## src/rtl/fwd_pkg.sv

```systemverilog
package fwd_pkg;

  // Operand source codes; the operand mux decodes these values.
  typedef enum logic [1:0] {
    SRC_REGFILE = 2'b00,
    SRC_WBACK   = 2'b01,
    SRC_EXMEM   = 2'b10
  } fwd_src_e;

  localparam int unsigned N_OPND = 2;

endpackage

```

## src/rtl/fwd_match.sv

```systemverilog
module fwd_match
  import fwd_pkg::*;
#(
  parameter int unsigned REG_W = 5
) (
  input  logic [REG_W-1:0] rd_src,
  input  logic             exm_wr,
  input  logic [REG_W-1:0] exm_dst,
  input  logic             wbk_wr,
  input  logic [REG_W-1:0] wbk_dst,
  output logic [1:0]       sel
);

  logic exm_hit;
  logic wbk_hit;

  always_comb begin
    exm_hit = exm_wr && (exm_dst != '0) && (exm_dst == rd_src);
    wbk_hit = wbk_wr && (wbk_dst != '0) && (wbk_dst == rd_src);
    // The newer stage wins; the older hit only counts when the newer misses.
    if (exm_hit) begin
      sel = SRC_EXMEM;
    end else if (wbk_hit) begin
      sel = SRC_WBACK;
    end else begin
      sel = SRC_REGFILE;
    end
  end

endmodule

```

## src/rtl/fwd_unit.sv

```systemverilog
module fwd_unit
  import fwd_pkg::*;
#(
  parameter int unsigned REG_W = 5,
  parameter int unsigned NOPND = N_OPND
) (
  input  logic [NOPND-1:0][REG_W-1:0] rd_src,
  input  logic                        exm_wr,
  input  logic [REG_W-1:0]            exm_dst,
  input  logic                        wbk_wr,
  input  logic [REG_W-1:0]            wbk_dst,
  output logic [NOPND-1:0][1:0]       sel
);

  for (genvar g = 0; g < NOPND; g++) begin : g_opnd
    fwd_match #(
      .REG_W(REG_W)
    ) i_match (
      .rd_src (rd_src[g]),
      .exm_wr (exm_wr),
      .exm_dst(exm_dst),
      .wbk_wr (wbk_wr),
      .wbk_dst(wbk_dst),
      .sel    (sel[g])
    );
  end

endmodule

```

## src/rtl/opnd_sel.sv

```systemverilog
module opnd_sel
  import fwd_pkg::*;
#(
  parameter int unsigned DATA_W = 32
) (
  input  logic [1:0]        sel,
  input  logic [DATA_W-1:0] rf_val,
  input  logic [DATA_W-1:0] exm_val,
  input  logic [DATA_W-1:0] wbk_val,
  output logic [DATA_W-1:0] opnd
);

  always_comb begin
    unique case (fwd_src_e'(sel))
      SRC_EXMEM: opnd = exm_val;
      SRC_WBACK: opnd = wbk_val;
      default:   opnd = rf_val;
    endcase
  end

endmodule

```

## src/rtl/stage_reg.sv

```systemverilog
module stage_reg #(
  parameter int unsigned W = 8
) (
  input  logic         clk,
  input  logic         rst_n,
  input  logic         en,
  input  logic [W-1:0] d,
  output logic [W-1:0] q
);

  logic [W-1:0] q_nxt;

  always_comb begin
    q_nxt = en ? d : q;
  end

  always_ff @(posedge clk or negedge rst_n) begin
    if (!rst_n) begin
      q <= '0;
    end else begin
      q <= q_nxt;
    end
  end

endmodule

```

## src/rtl/exec_fwd_path.sv

```systemverilog
module exec_fwd_path
  import fwd_pkg::*;
#(
  parameter int unsigned REG_W  = 5,
  parameter int unsigned DATA_W = 32,
  parameter int unsigned IMM_W  = 16
) (
  input  logic              clk,
  input  logic              rst_n,
  input  logic [REG_W-1:0]  ex_src_a,
  input  logic [REG_W-1:0]  ex_src_b,
  input  logic [REG_W-1:0]  ex_dst,
  input  logic              ex_wr,
  input  logic              ex_use_imm,
  input  logic [IMM_W-1:0]  ex_imm,
  input  logic [DATA_W-1:0] ex_rf_a,
  input  logic [DATA_W-1:0] ex_rf_b,
  output logic [1:0]        sel_a,
  output logic [1:0]        sel_b,
  output logic [DATA_W-1:0] ex_opnd_a,
  output logic [DATA_W-1:0] ex_opnd_b,
  output logic [DATA_W-1:0] ex_result,
  output logic              wb_wr,
  output logic [REG_W-1:0]  wb_dst,
  output logic [DATA_W-1:0] wb_data
);

  localparam int unsigned EXT_W  = DATA_W - IMM_W;
  localparam int unsigned PIPE_W = 1 + REG_W + DATA_W;

  // Pipeline advances every cycle; the enable is kept explicit.
  logic pipe_adv;
  assign pipe_adv = 1'b1;

  logic [PIPE_W-1:0] exm_d, exm_q;
  logic [PIPE_W-1:0] wbk_q;

  logic              exm_wr;
  logic [REG_W-1:0]  exm_dst;
  logic [DATA_W-1:0] exm_data;
  logic              wbk_wr;
  logic [REG_W-1:0]  wbk_dst;
  logic [DATA_W-1:0] wbk_data;

  assign {exm_wr, exm_dst, exm_data} = exm_q;
  assign {wbk_wr, wbk_dst, wbk_data} = wbk_q;

  // Select generation
  logic [N_OPND-1:0][REG_W-1:0]  src_vec;
  logic [N_OPND-1:0][1:0]        sel_vec;
  logic [N_OPND-1:0][DATA_W-1:0] rf_vec;
  logic [N_OPND-1:0][DATA_W-1:0] fwd_vec;

  assign src_vec = {ex_src_b, ex_src_a};
  assign rf_vec  = {ex_rf_b, ex_rf_a};

  fwd_unit #(
    .REG_W(REG_W),
    .NOPND(N_OPND)
  ) i_fwd_unit (
    .rd_src (src_vec),
    .exm_wr (exm_wr),
    .exm_dst(exm_dst),
    .wbk_wr (wbk_wr),
    .wbk_dst(wbk_dst),
    .sel    (sel_vec)
  );

  for (genvar g = 0; g < N_OPND; g++) begin : g_mux
    opnd_sel #(
      .DATA_W(DATA_W)
    ) i_opnd_sel (
      .sel    (sel_vec[g]),
      .rf_val (rf_vec[g]),
      .exm_val(exm_data),
      .wbk_val(wbk_data),
      .opnd   (fwd_vec[g])
    );
  end

  // Immediate substitution sits after the forwarding mux on operand B.
  logic [DATA_W-1:0] imm_ext;
  logic [DATA_W-1:0] opnd_b_fin;
  logic [DATA_W-1:0] sum;

  always_comb begin
    imm_ext    = {{EXT_W{ex_imm[IMM_W-1]}}, ex_imm};
    opnd_b_fin = ex_use_imm ? imm_ext : fwd_vec[1];
    sum        = fwd_vec[0] + opnd_b_fin;
  end

  // Execute-to-memory and memory-to-writeback registers
  assign exm_d = {ex_wr, ex_dst, sum};

  stage_reg #(
    .W(PIPE_W)
  ) i_exm_reg (
    .clk  (clk),
    .rst_n(rst_n),
    .en   (pipe_adv),
    .d    (exm_d),
    .q    (exm_q)
  );

  stage_reg #(
    .W(PIPE_W)
  ) i_wbk_reg (
    .clk  (clk),
    .rst_n(rst_n),
    .en   (pipe_adv),
    .d    (exm_q),
    .q    (wbk_q)
  );

  assign sel_a     = sel_vec[0];
  assign sel_b     = sel_vec[1];
  assign ex_opnd_a = fwd_vec[0];
  assign ex_opnd_b = opnd_b_fin;
  assign ex_result = sum;
  assign wb_wr     = wbk_wr;
  assign wb_dst    = wbk_dst;
  assign wb_data   = wbk_data;

endmodule

```

## config.mk

```make
export PLATFORM = sky130hd
export DESIGN_NAME = exec_fwd_path
export DESIGN_NICKNAME = d
export VERILOG_FILES = /design/src/rtl/fwd_pkg.sv /design/src/rtl/fwd_match.sv /design/src/rtl/fwd_unit.sv /design/src/rtl/opnd_sel.sv /design/src/rtl/stage_reg.sv /design/src/rtl/exec_fwd_path.sv
export SDC_FILE = /design/constraint.sdc
export NUM_CORES = 1
export LEC_CHECK = 0
export ABC_AREA = 1
export ABC_CLOCK_PERIOD_IN_PS = 6800
export BUFFER_PORTS_ARGS = -buffer_cell sky130_fd_sc_hd__buf_2
export CELL_PAD_IN_SITES_DETAIL_PLACEMENT = 1
export CELL_PAD_IN_SITES_GLOBAL_PLACEMENT = 1
export CORE_ASPECT_RATIO = 0.9
export CORE_UTILIZATION = 35
export CTS_BUF_LIST = sky130_fd_sc_hd__clkbuf_4 sky130_fd_sc_hd__clkbuf_8
export DETAILED_ROUTE_END_ITERATION = 10
export PLACE_DENSITY_LB_ADDON = 0.05
export SYNTH_ARGS = -nofsm -noshare
export SYNTH_HDL_FRONTEND = slang
export SYNTH_HIERARCHICAL = 1
export SYNTH_SLANG_ARGS = --single-unit
```

## constraint.sdc

```tcl
create_clock -name clk -period 6.8 [get_ports clk]
set_clock_uncertainty 0.05 [all_clocks]
set_input_delay 1.7 -clock clk [delete_from_list [all_inputs] [get_ports clk]]
set_output_delay 1.7 -clock clk [all_outputs]
set_load 0.01 [all_outputs]
```

Word-level counts from Yosys, hierarchy flattened
Index checks and enable logic that the tools add are counted.
- reductions and logical operators: 8
- $add $sub $neg: 1
- equality and inequality tests: 8
- mux-type cells: 7
- operators by type and width (kind ; number):
    case mux 32 bit (2 select lines) ; 2
    adder 32 bit ; 1
    two-way mux 32 bit ; 1
    equality test 5 bit ; 4
    nonzero test 5 bit ; 2
    logical AND 1 bit ; 6
    equality test 2 x 1 -> 1 bit, second input constant ; 2
    equality test 2 bit, second input constant ; 2
    two-way mux 2 bit ; 2
    two-way mux 1 bit ; 2
- logic and storage cells: 26
- register bits: 76
- input port bits: 99
- output and inout bits: 138

Depth between registers and ports, before layout
Gate-level depths: netlist (run 1).
- depth after elaboration: 9
- mapped depth: 29
- gate-level depth less buffers: 28

By module
The synthesis (run 1) kept the hierarchy.
- by module, submodules not included (module ; area an instance (um^2) ; seq. area each (um^2) ; times used ; cells each):
    stage_reg ; 1452.6 ; 950.9 ; 2 ; 161
    exec_fwd_path ; 2678.8 ; 0.0 ; 1 ; 549
    opnd_sel ; 878.3 ; 0.0 ; 2 ; 210
    fwd_match ; 221.5 ; 0.0 ; 2 ; 51

Worst setup path before layout (run 1)
Ideal clock, no wire load.
- path type: input -> output
- start point: input ex_src_b[0]
- end point: output ex_result[12]
- required time: 5.050 ns
- path slack: 0.333 ns
- buffers on the path: 2
- cell stages on the path: 22
- arrival: 4.717 ns
- cells stage by stage: a21boi_0 > nand2_1 > nor2_1 > nand3_1 > nor2_1 > inv_1 > ha_1 > buf_2 > inv_2 > buf_6 > nand2_1 > nand2_1 > mux2_2 > ha_1 > fa_1 > nand3_1 > nand3_1 > nand2_1 > nand2_2 > nand2_1 > nand2_2 > xor2_1
- RTL lines (item ; line ; source):
    from (decl) ; exec_fwd_path.sv:11 ; input logic [REG_W-1:0] ex_src_b,
    to (decl) ; exec_fwd_path.sv:22 ; output logic [DATA_W-1:0] ex_result,

==> flow_summary.yaml, run 1 <==
layout:
  drive_gt1_share_pct: 27.1
  areaGrowthSynthToFinish_pct: 32.4
  nets: 1810
  diodes: 0
yosys:
  yosys_warnings: 6
  synth-edff-count: 0
  seq_area_frac_synth_pct: 24.4
  synth_common_cells: "nand2_1, inv_1, dfrtp_1"
  ys.flop_type: "dfrtp_1"
  syn_area_sq_um: 7780
  synth-seq-cells: 76
  synth.most_common_cell: "nand2_1"
  synth_area_leaders: "nand2_1, dfrtp_1, inv_1"
  synth_top_area_share_pct: 42.3
  yosysTopAreaCell: "nand2_1"
  synthDistinctLibCells: 28
  synthArstFlopShare_pct: 100
  avgSynthCellArea_sq_um: 5.59
  postSynthCellCount: 1393
global_routing:
  antenna_found_initial: 0
  grt_use_met2_pct: 49.5
  grt_overflow_total: 0
  grt_pass1_wl_microns: 51000
  met1_usage_pct: 37.9
  grt_pass1_vias: 9426
  grtUsageMet3_pct: 4.94
  grt_max_degree: 48
  grt_use_total_pct: 28.8
  busiest_layer: "met2"
floorplan:
  dieArea_sq_um: 22800
  start_util_pct: 35.9
  ios: 237
  die_x_microns: 159
  die_h_microns: 143
  core_area_sq_um: 21700
  fp-row-count: 51
placement:
  dp_hpwl_microns: 25100
  globalplace.congestion: 0.929
  dp_slack_ns: -0.0966
  port_buffers: 236
sta:
  setup_viol: 0
  worst_pin_slew_ns: 0.744
  hold_viol_final: 0
  fin_ws_ns: 0.211
  period_share_pct: 96.9
  final.min_clock_period_ns: 6.59
  slew_headroom_pct: 50.3
  report.final.slew_viol_count: 0
  max_freq_ghz: 0.152
clock_tree:
  cts_root_buf: "clkbuf_8"
  numCtsBuffers: 9
  cts_tree: "built"
  clk_latency_ns: 0.38
  cts_sinks: 76
  cts_hold_buf: 0
  clk_pin_slew_ns: 0.08
  cts_max_level: 3
  clk_path_buf_depth: 2
detailed_routing:
  wire_per_inst_microns: 16.8
  drt_iter0_drc: 549
  drtPass1Iterations: 4
  drc: 0
  wl_microns: 33000
  vias: 9423
  antenna_left: 0
  routed_via_density: 4.79
worst_setup_path:
  end_kind: "output port"
  start_kind: "input pin"
  critPathMaxFanout: 17
  critical_path_required_ns: 5.05
  cp.arrival_ns: 4.84
  reg2reg_depth: 27
  path_class: "input pin to output port"
pwr:
  power.density_nw_per_um2: 195
  design_power_total_uw: 2010
  leakagePower_uw: 0.00641
  ir_worst_vdd_uv: 107
outcome:
  outcome: "finished clean"
min_path:
  holdPathStages: 2
  hold_path_class: "flip-flop to flip-flop"
run:
  max-cap-violations: 0
## cell families (layout without fill, tap and decap cells)
family | count (synthesis) | after routing | synth area share [%]
AOI/OAI and AO/OA | 50 | 50 | 3.38
xor gates and xnor gates | 18 | 18 | 2.03
adders and majority gates | 36 | 36 | 5.88
buffers and inverters | 209 | 489 | 13.1
DFF | 76 | 76 | 24.4
muxes | 15 | 15 | 2.17
other | 1 | 6 | 0.0482
and+or+nand+nor | 988 | 988 | 49.0
## where the power goes
group	switching [uW]	total, uW	internal, uW
logic	594	984	390
clock network	189	362	173
registers	116	663	547
total	899	2010	1110
## state kept, by name, indices dropped and copies added (netlist names)
signal       cells
i_wbk_reg/q     38
i_exm_reg/q     38
## path summary, 6_finish.rpt
kind	from	to	slack (ns)
max	ex_src_b[1]	ex_result[16]	0.21
min	i_exm_reg/q[2]	i_wbk_reg/q[2]	0.50
max reg2reg	i_exm_reg/q[33]	i_exm_reg/q[26]	2.96
min reg2reg	i_exm_reg/q[2]	i_wbk_reg/q[2]	0.50
max in group asynchronous	rst_n	i_exm_reg/q[11]	4.44
min in group asynchronous	rst_n	i_wbk_reg/q[32]	1.21
## final cells by class
class / instances / area [sq um]
Fill cell: 3187 / 11400
Multi-Input combinational cell: 1113 / 5360
Sequential cell: 76 / 1900
Timing Repair Buffer: 314 / 1900
Inverter: 161 / 604
Tap cell: 291 / 364
Clock buffer: 11 / 139
Clock inverter: 3 / 40.0
## stage by stage
step / instance area [sq um] / hold WS [ns] / utilization [%] / instances / TNS, ns
after global routing: 10300 / 0.522 / 47.5 / 1969 / -0.0324
final: 10300 / 0.497 / 47.5 / 1969 / 0
after detailed placement: 9560 / 0.476 / 44.1 / 1947 / -0.314
after global placement: 9560 / 0.466 / 44.1 / 1947 / -0.137
after CTS: 9780 / 0.497 / 45.1 / 1961 / 0
after floorplan: 7800 / 0.444 / - / 1398 / 0
## per-layer routing
metal / part of all wire [%] / wire [microns]
met5: 0 / 0
met1: 47 / 15400
met2: 47 / 15400
met3: 5.4 / 1790
met4: 1.2 / 410
## layout by cell type (no fill, tap or decap), drive strengths merged
cell and n:
xnor2 1, mux2 15, or2 1, nor2 56, a21oi 22, nand4 3, buf 314, fa 1
dfrtp 76, inv 161, clkinv 2, conb 6, ha 35, nor3 5, a21boi 2, nand2 888
o21ai 23, clkbuf 11, a21o 1, bufinv 1, nand3 35, xor2 17, o21bai 2
## worst max-delay path: stages
cell,delay (ns)
buf_4,0.10
inv_2,0.03
nand2_1,0.04
nand2_1,0.07
nor2_2,0.11
nand3_1,0.09
nor2_2,0.17
nor2_2,0.05
buf_4,0.14
ha_4,0.17
buf_12,0.15
nand2_2,0.06
nand2_1,0.05
nand2_1,0.05
nand2_1,0.05
mux2_4,0.29
ha_4,0.17
fa_2,0.37
nand3_2,0.09
nand3_2,0.08
nand2_2,0.08
nand2_2,0.08
buf_6,0.13
nand2_1,0.06
nand2_2,0.07
xor2_2,0.19
buf_2,0.16
## timing repair
item,in CTS,in global routing
pin swaps,1,21
buffers inserted,0,8
setup endpoints to repair,18,26
gates resized for setup,9,114
cloned,0,0
Power figures use the tool's default switching activity.
==> inputs of run 2 (changes only) <==
- ABC_CLOCK_PERIOD_IN_PS: 6800 -> 5870
- CORE_UTILIZATION: 35 -> 32
- clock period: 6.8 -> 5.87 ns (I/O delays scaled with it)
==> run 2 against run 1 <==
The flow now finishes with violations (design-rule violations, negative setup slack). Sequential share of layout area is 3.1 points lower. Die area is 9.3% higher. Critical endpoint is now ex_result[13]. First-iteration DRC count is 18% higher. Non-clock buffer count is 103 higher. Global-route usage is 0.64 points higher. Largest cell class unchanged. Setup slack worse by 0.59 ns. Combinational power is 60% higher. Power is 42% higher.
==> flow_summary.yaml, run 2 (synthesis gave the netlist of run 1 again) <==
global_routing:
  grt_pass1_wl_microns: 56600
  grt_max_degree: 45
  grt_overflow_total: 0
  grt_pass1_vias: 10500
  antenna_found_initial: 0
  grt_use_total_pct: 29.4
clock_tree:
  cts_root_buf: "clkbuf_8"
  clk_path_buf_depth: 2
  cts_max_level: 3
  clk_pin_slew_ns: 0.09
  cts_sinks: 76
  numCtsBuffers: 9
  clk_latency_ns: 0.39
  cts_tree: "built"
sta:
  slew_headroom_pct: 55.0
  hold_viol_final: 0
  final.min_clock_period_ns: 6.25
  fin_setup_tns_ns: -6.58
  report.final.slew_viol_count: 0
  setup_viol: 28
  rsz0062_at_grt: "yes"
  period_share_pct: 106
  fin_ws_ns: -0.381
  worst_pin_slew_ns: 0.673
  max_freq_ghz: 0.160
layout:
  final_cell_mix: "nand2_1, buf_2, buf_4"
  layout_commonest_cell: "nand2_1"
  diodes: 0
  drive_gt1_share_pct: 39.8
  reg.largest.list: "i_exm_reg/q (38), i_wbk_reg/q (38)"
  nets: 1913
  fin_area_sq_um: 12400
  areaGrowthSynthToFinish_pct: 59.5
  final_cells: 2084
detailed_routing:
  drtPass1Iterations: 8
  wl_microns: 38700
  antenna_left: 0
  drt_iter0_drc: 647
  routed_via_density: 4.88
  vias: 10200
  drc: 15
  wire_per_inst_microns: 18.6
outcome:
  violations: "design-rule violations, negative setup slack"
  outcome: "finished with violations"
pwr:
  p_int_uw: 1590
  power.density_nw_per_um2: 229
  netSwitchingPower_uw: 1250
  ir_worst_vdd_uv: 116
  clockPowerShare_pct: 17.6
  leakagePower_uw: 0.00735
  p_comb_share_pct: 55.1
  seqPwrFrac_pct: 27.3
  power_switching_share_pct: 44.1
placement:
  dp.cells: 2036
  port_buffers: 236
  dp_hpwl_microns: 26200
  globalplace.congestion: 0.869
  dpl_cell_area_sq_um: 10200
  dp_slack_ns: -0.660
min_path:
  holdPathStages: 2
  hold_path_class: "flip-flop to flip-flop"
worst_setup_path:
  critPathMaxFanout: 7
  end_kind: "output port"
  critical_path_required_ns: 4.35
  reg2reg_depth: 29
  start_kind: "input pin"
  path_class: "input pin to output port"
  cp.arrival_ns: 4.73
floorplan:
  dieArea_sq_um: 25000
  die_x_microns: 166
  die_h_microns: 150
  start_util_pct: 33.0
  ios: 237
  fp-row-count: 53
  core_area_sq_um: 23600
run:
  max-cap-violations: 0
==> run 2: cell count changes in the layout (fill, tap and decap cells not counted), sizes merged <==
| cell | previous run | this run |
|---|---|---|
| buf | 314 | 416 |
| clkinv | 2 | 1 |
| bufinv | 1 | 2 |
| clkbuf | 11 | 12 |
| clkinvlp | 0 | 1 |
==> run 2: timing repair <==
| item | in CTS | in global routing |
|---|---|---|
| buffers inserted | 20 | 13 |
| setup endpoints to repair | 30 | 30 |
| gates resized for setup | 200 | 194 |
| pin swaps | 53 | 89 |
| hold buffers | 0 | 0 |
| gates cloned | 1 | 1 |
==> run 2: cell type report <==
class                           count  area [sq um]
Sequential cell                    76          1900
Clock buffer                       11           151
Timing Repair Buffer              417          2990
Tap cell                          302           378
Inverter                          161           622
Fill cell                        3216         11200
Multi-Input combinational cell   1113          6290
Clock inverter                      4          72.6
==> run 2: power by group through the flow <==
stage	Combinational, uW	Sequential [uW]	Clock [uW]
after floorplan	568	763	0
after global placement	1100	775	0
after detailed placement	1120	777	0
after CTS	1310	768	515
after global routing	1680	794	525
final	1570	776	501
==> run 2: stage by stage <==
stage	utilization (%)	hold WS, ns	total power (uW)
floorplan	-	0.444	1330
global placement	43.2	0.468	1880
detailed placement	43.2	0.473	1900
CTS	48.6	0.485	2590
global route	52.6	0.506	3000
finish	52.6	0.485	2840
==> run 2: worst paths after layout <==
check	startpoint	endpoint	slack (ns)
setup / recovery	ex_src_b[0]	ex_result[13]	-0.38
hold / removal	i_exm_reg/q[19]	i_wbk_reg/q[19]	0.48
setup reg to reg	i_exm_reg/q[33]	i_exm_reg/q[15]	1.82
hold reg to reg	i_exm_reg/q[19]	i_wbk_reg/q[19]	0.48
max in group asynchronous	rst_n	i_exm_reg/q[15]	3.74
min in group asynchronous	rst_n	i_wbk_reg/q[32]	1.00
==> run 2: worst max-delay path, cell delays in order <==
cell     delay, ns
buf_8         0.09
inv_4         0.03
nand2_2       0.05
nand2_2       0.05
nor2_2        0.11
nand3_2       0.11
nor2_4        0.15
nor2_4        0.06
buf_6         0.12
ha_4          0.17
buf_12        0.14
buf_12        0.14
nand2_1       0.08
nand2_1       0.06
nand2_1       0.07
nand2_1       0.05
mux2_4        0.29
ha_4          0.36
nand2_4       0.09
inv_2         0.11
nand3_2       0.11
nand2_2       0.12
nand2_2       0.09
nand2_4       0.13
buf_12        0.12
xor2_4        0.20
buf_6         0.13
==> run 2: layer usage <==
layer  part of all wire, %  wire length [microns]  vias to the layer above  GRT usage [%]
met4                   2.4                    925                        0           8.01
met3                   4.7                   1810                       59           4.55
met5                     0                      0                        -              0
met2                    49                  18800                      313           51.2
li1                      -                      -                     4899              -
met1                    44                  17200                     4906           37.8
==> inputs of run 3 (changes only) <==
- TNS_END_PERCENT: default -> 1
==> run 3 against run 2 <==
The run still ends with design-rule violations, negative setup slack left. Setup slack improved by 0.030 ns. Critical path depth rose by 2. Power down 5.7%. Clock power about the same. Sequential power fell by 0.6%. Sequential share of layout area increased by 0.73 points. Clock-buffer cell count did not move. Register-to-register slack improved by 0.04 ns. Via count decreased by 2.7%. Cell area decreased by 4.5%. Routed wire length decreased by 5.5%.
==> flow_summary.yaml, run 3 (synthesis gave the netlist of run 1 again) <==
pwr:
  p_int_uw: 1510
  power.density_nw_per_um2: 226
  clockPowerShare_pct: 18.8
  leakagePower_uw: 0.00713
  p_comb_share_pct: 52.5
  seqPwrFrac_pct: 28.7
  ir_worst_vdd_uv: 92.2
  power_switching_share_pct: 43.8
  netSwitchingPower_uw: 1180
min_path:
  min-delay-start: "i_exm_reg/q[19]"
  hold_path_class: "flip-flop to flip-flop"
  hold_path_end: "i_wbk_reg/q[19]"
  holdPathStages: 2
worst_setup_path:
  startpoint: "ex_src_b[2]"
  start_kind: "input pin"
  r2r_slack_ns: 1.86
  cp.arrival_ns: 4.70
  end_kind: "output port"
  slowest_delay_ns: 0.29
  reg2reg_depth: 29
  rr_endpoint: "i_exm_reg/q[15]"
  path_class: "input pin to output port"
  r2r_start: "i_exm_reg/q[33]"
  critPathMaxFanout: 8
  cp_common_cell: "nand2_1"
  slowest_stage: "mux2_4"
  critical_path_required_ns: 4.35
detailed_routing:
  vias: 9907
  wire_per_inst_microns: 17.7
  drt_iter0_drc: 602
  drtPass1Iterations: 8
  antenna_left: 0
  wl_microns: 36500
  routed_via_density: 4.79
  drc: 15
layout:
  areaGrowthSynthToFinish_pct: 52.2
  diodes: 0
  final_cell_mix: "nand2_1, buf_2, buf_4"
  reg.largest.list: "i_exm_reg/q (38), i_wbk_reg/q (38)"
  drive_gt1_share_pct: 36.8
  final_cells: 2067
  layout_commonest_cell: "nand2_1"
  final_util_pct: 50.2
  nets: 1896
sta:
  fin_setup_tns_ns: -6.17
  report.final.slew_viol_count: 0
  final.min_clock_period_ns: 6.22
  slew_headroom_pct: 52.8
  hold_viol_final: 0
  setup_viol: 28
  rsz0062_at_grt: "yes"
  fin_ws_ns: -0.351
  max_freq_ghz: 0.161
  worst_pin_slew_ns: 0.706
  period_share_pct: 106
clock_tree:
  cts_root_buf: "clkbuf_8"
  clk_path_buf_depth: 2
  cts_tree: "built"
  numCtsBuffers: 9
  cts_max_level: 3
  cts_sinks: 76
  clk_latency_ns: 0.39
  clk_pin_slew_ns: 0.09
run:
  max-cap-violations: 0
global_routing:
  grt_max_degree: 45
  grt_pass1_vias: 10200
  grt_pass1_wl_microns: 54900
  antenna_found_initial: 0
  grt_overflow_total: 0
  grt_use_total_pct: 28.4
floorplan:
  ios: 237
  dieArea_sq_um: 25000
  core_area_sq_um: 23600
  start_util_pct: 33.0
  die_x_microns: 166
  fp-row-count: 53
  die_h_microns: 150
outcome:
  outcome: "finished with violations"
  violations: "design-rule violations, negative setup slack"
placement:
  dp_slack_ns: -0.660
  port_buffers: 236
  dp_hpwl_microns: 26200
  globalplace.congestion: 0.869
  dp.cells: 2036
## run 3: power groups by stage
stage | Clock (uW) | Sequential [uW] | Combinational (uW)
after floorplan | 0 | 763 | 568
after global placement | 0 | 775 | 1100
after detailed placement | 0 | 777 | 1120
after CTS | 515 | 768 | 1250
after global routing | 523 | 791 | 1530
final | 503 | 771 | 1410
## run 3: final cells by class
class / instances / area, sq um
inverter: 161 / 612
multi-input combinational: 1113 / 6000
fill: 3252 / 11800
tap: 302 / 378
clock buffer: 11 / 151
clock inverter: 4 / 72.6
timing repair buffer: 400 / 2740
sequential: 76 / 1900
## run 3: worst max-delay path by stage
stage,endpoint,cells after the start
2_1_floorplan,ex_result[28],25
3_3_place_gp,ex_result[26],23
3_5_place_dp,ex_result[26],23
4_1_cts,ex_result[28],28
5_1_grt,ex_result[17],30
6_report,ex_result[17],29
## run 3: routing by layer
layer,wire (microns),track usage (%),share of wire [%]
met5,0,0,0
met4,612,6.34,1.7
met3,1690,4.42,4.6
met2,17600,49.3,48
met1,16600,37.2,46
## run 3: worst max-delay path, delay by kind of cell
family                     cells  cell delay [ns]
and+or+nand+nor               20             1.74
muxes                          1             0.29
adders and majority gates      2             0.45
buffers and inverters          6             0.74
## run 3: stage by stage
stage | hold slack, ns | area, sq um | total power [uW]
floorplan | 0.444 | 7820 | 1330
global placement | 0.468 | 10200 | 1880
detailed placement | 0.473 | 10200 | 1900
CTS | 0.485 | 11100 | 2530
global route | 0.506 | 11800 | 2840
finish | 0.487 | 11800 | 2680
## run 3: what timing repair did
item | 4_1_cts | 5_1_grt
endpoints found under the setup margin | 30 | 30
gates resized for setup | 132 | 180
cloned | 1 | 0
hold buffers | 0 | 0
pin swaps | 39 | 59
buffers inserted | 12 | 4
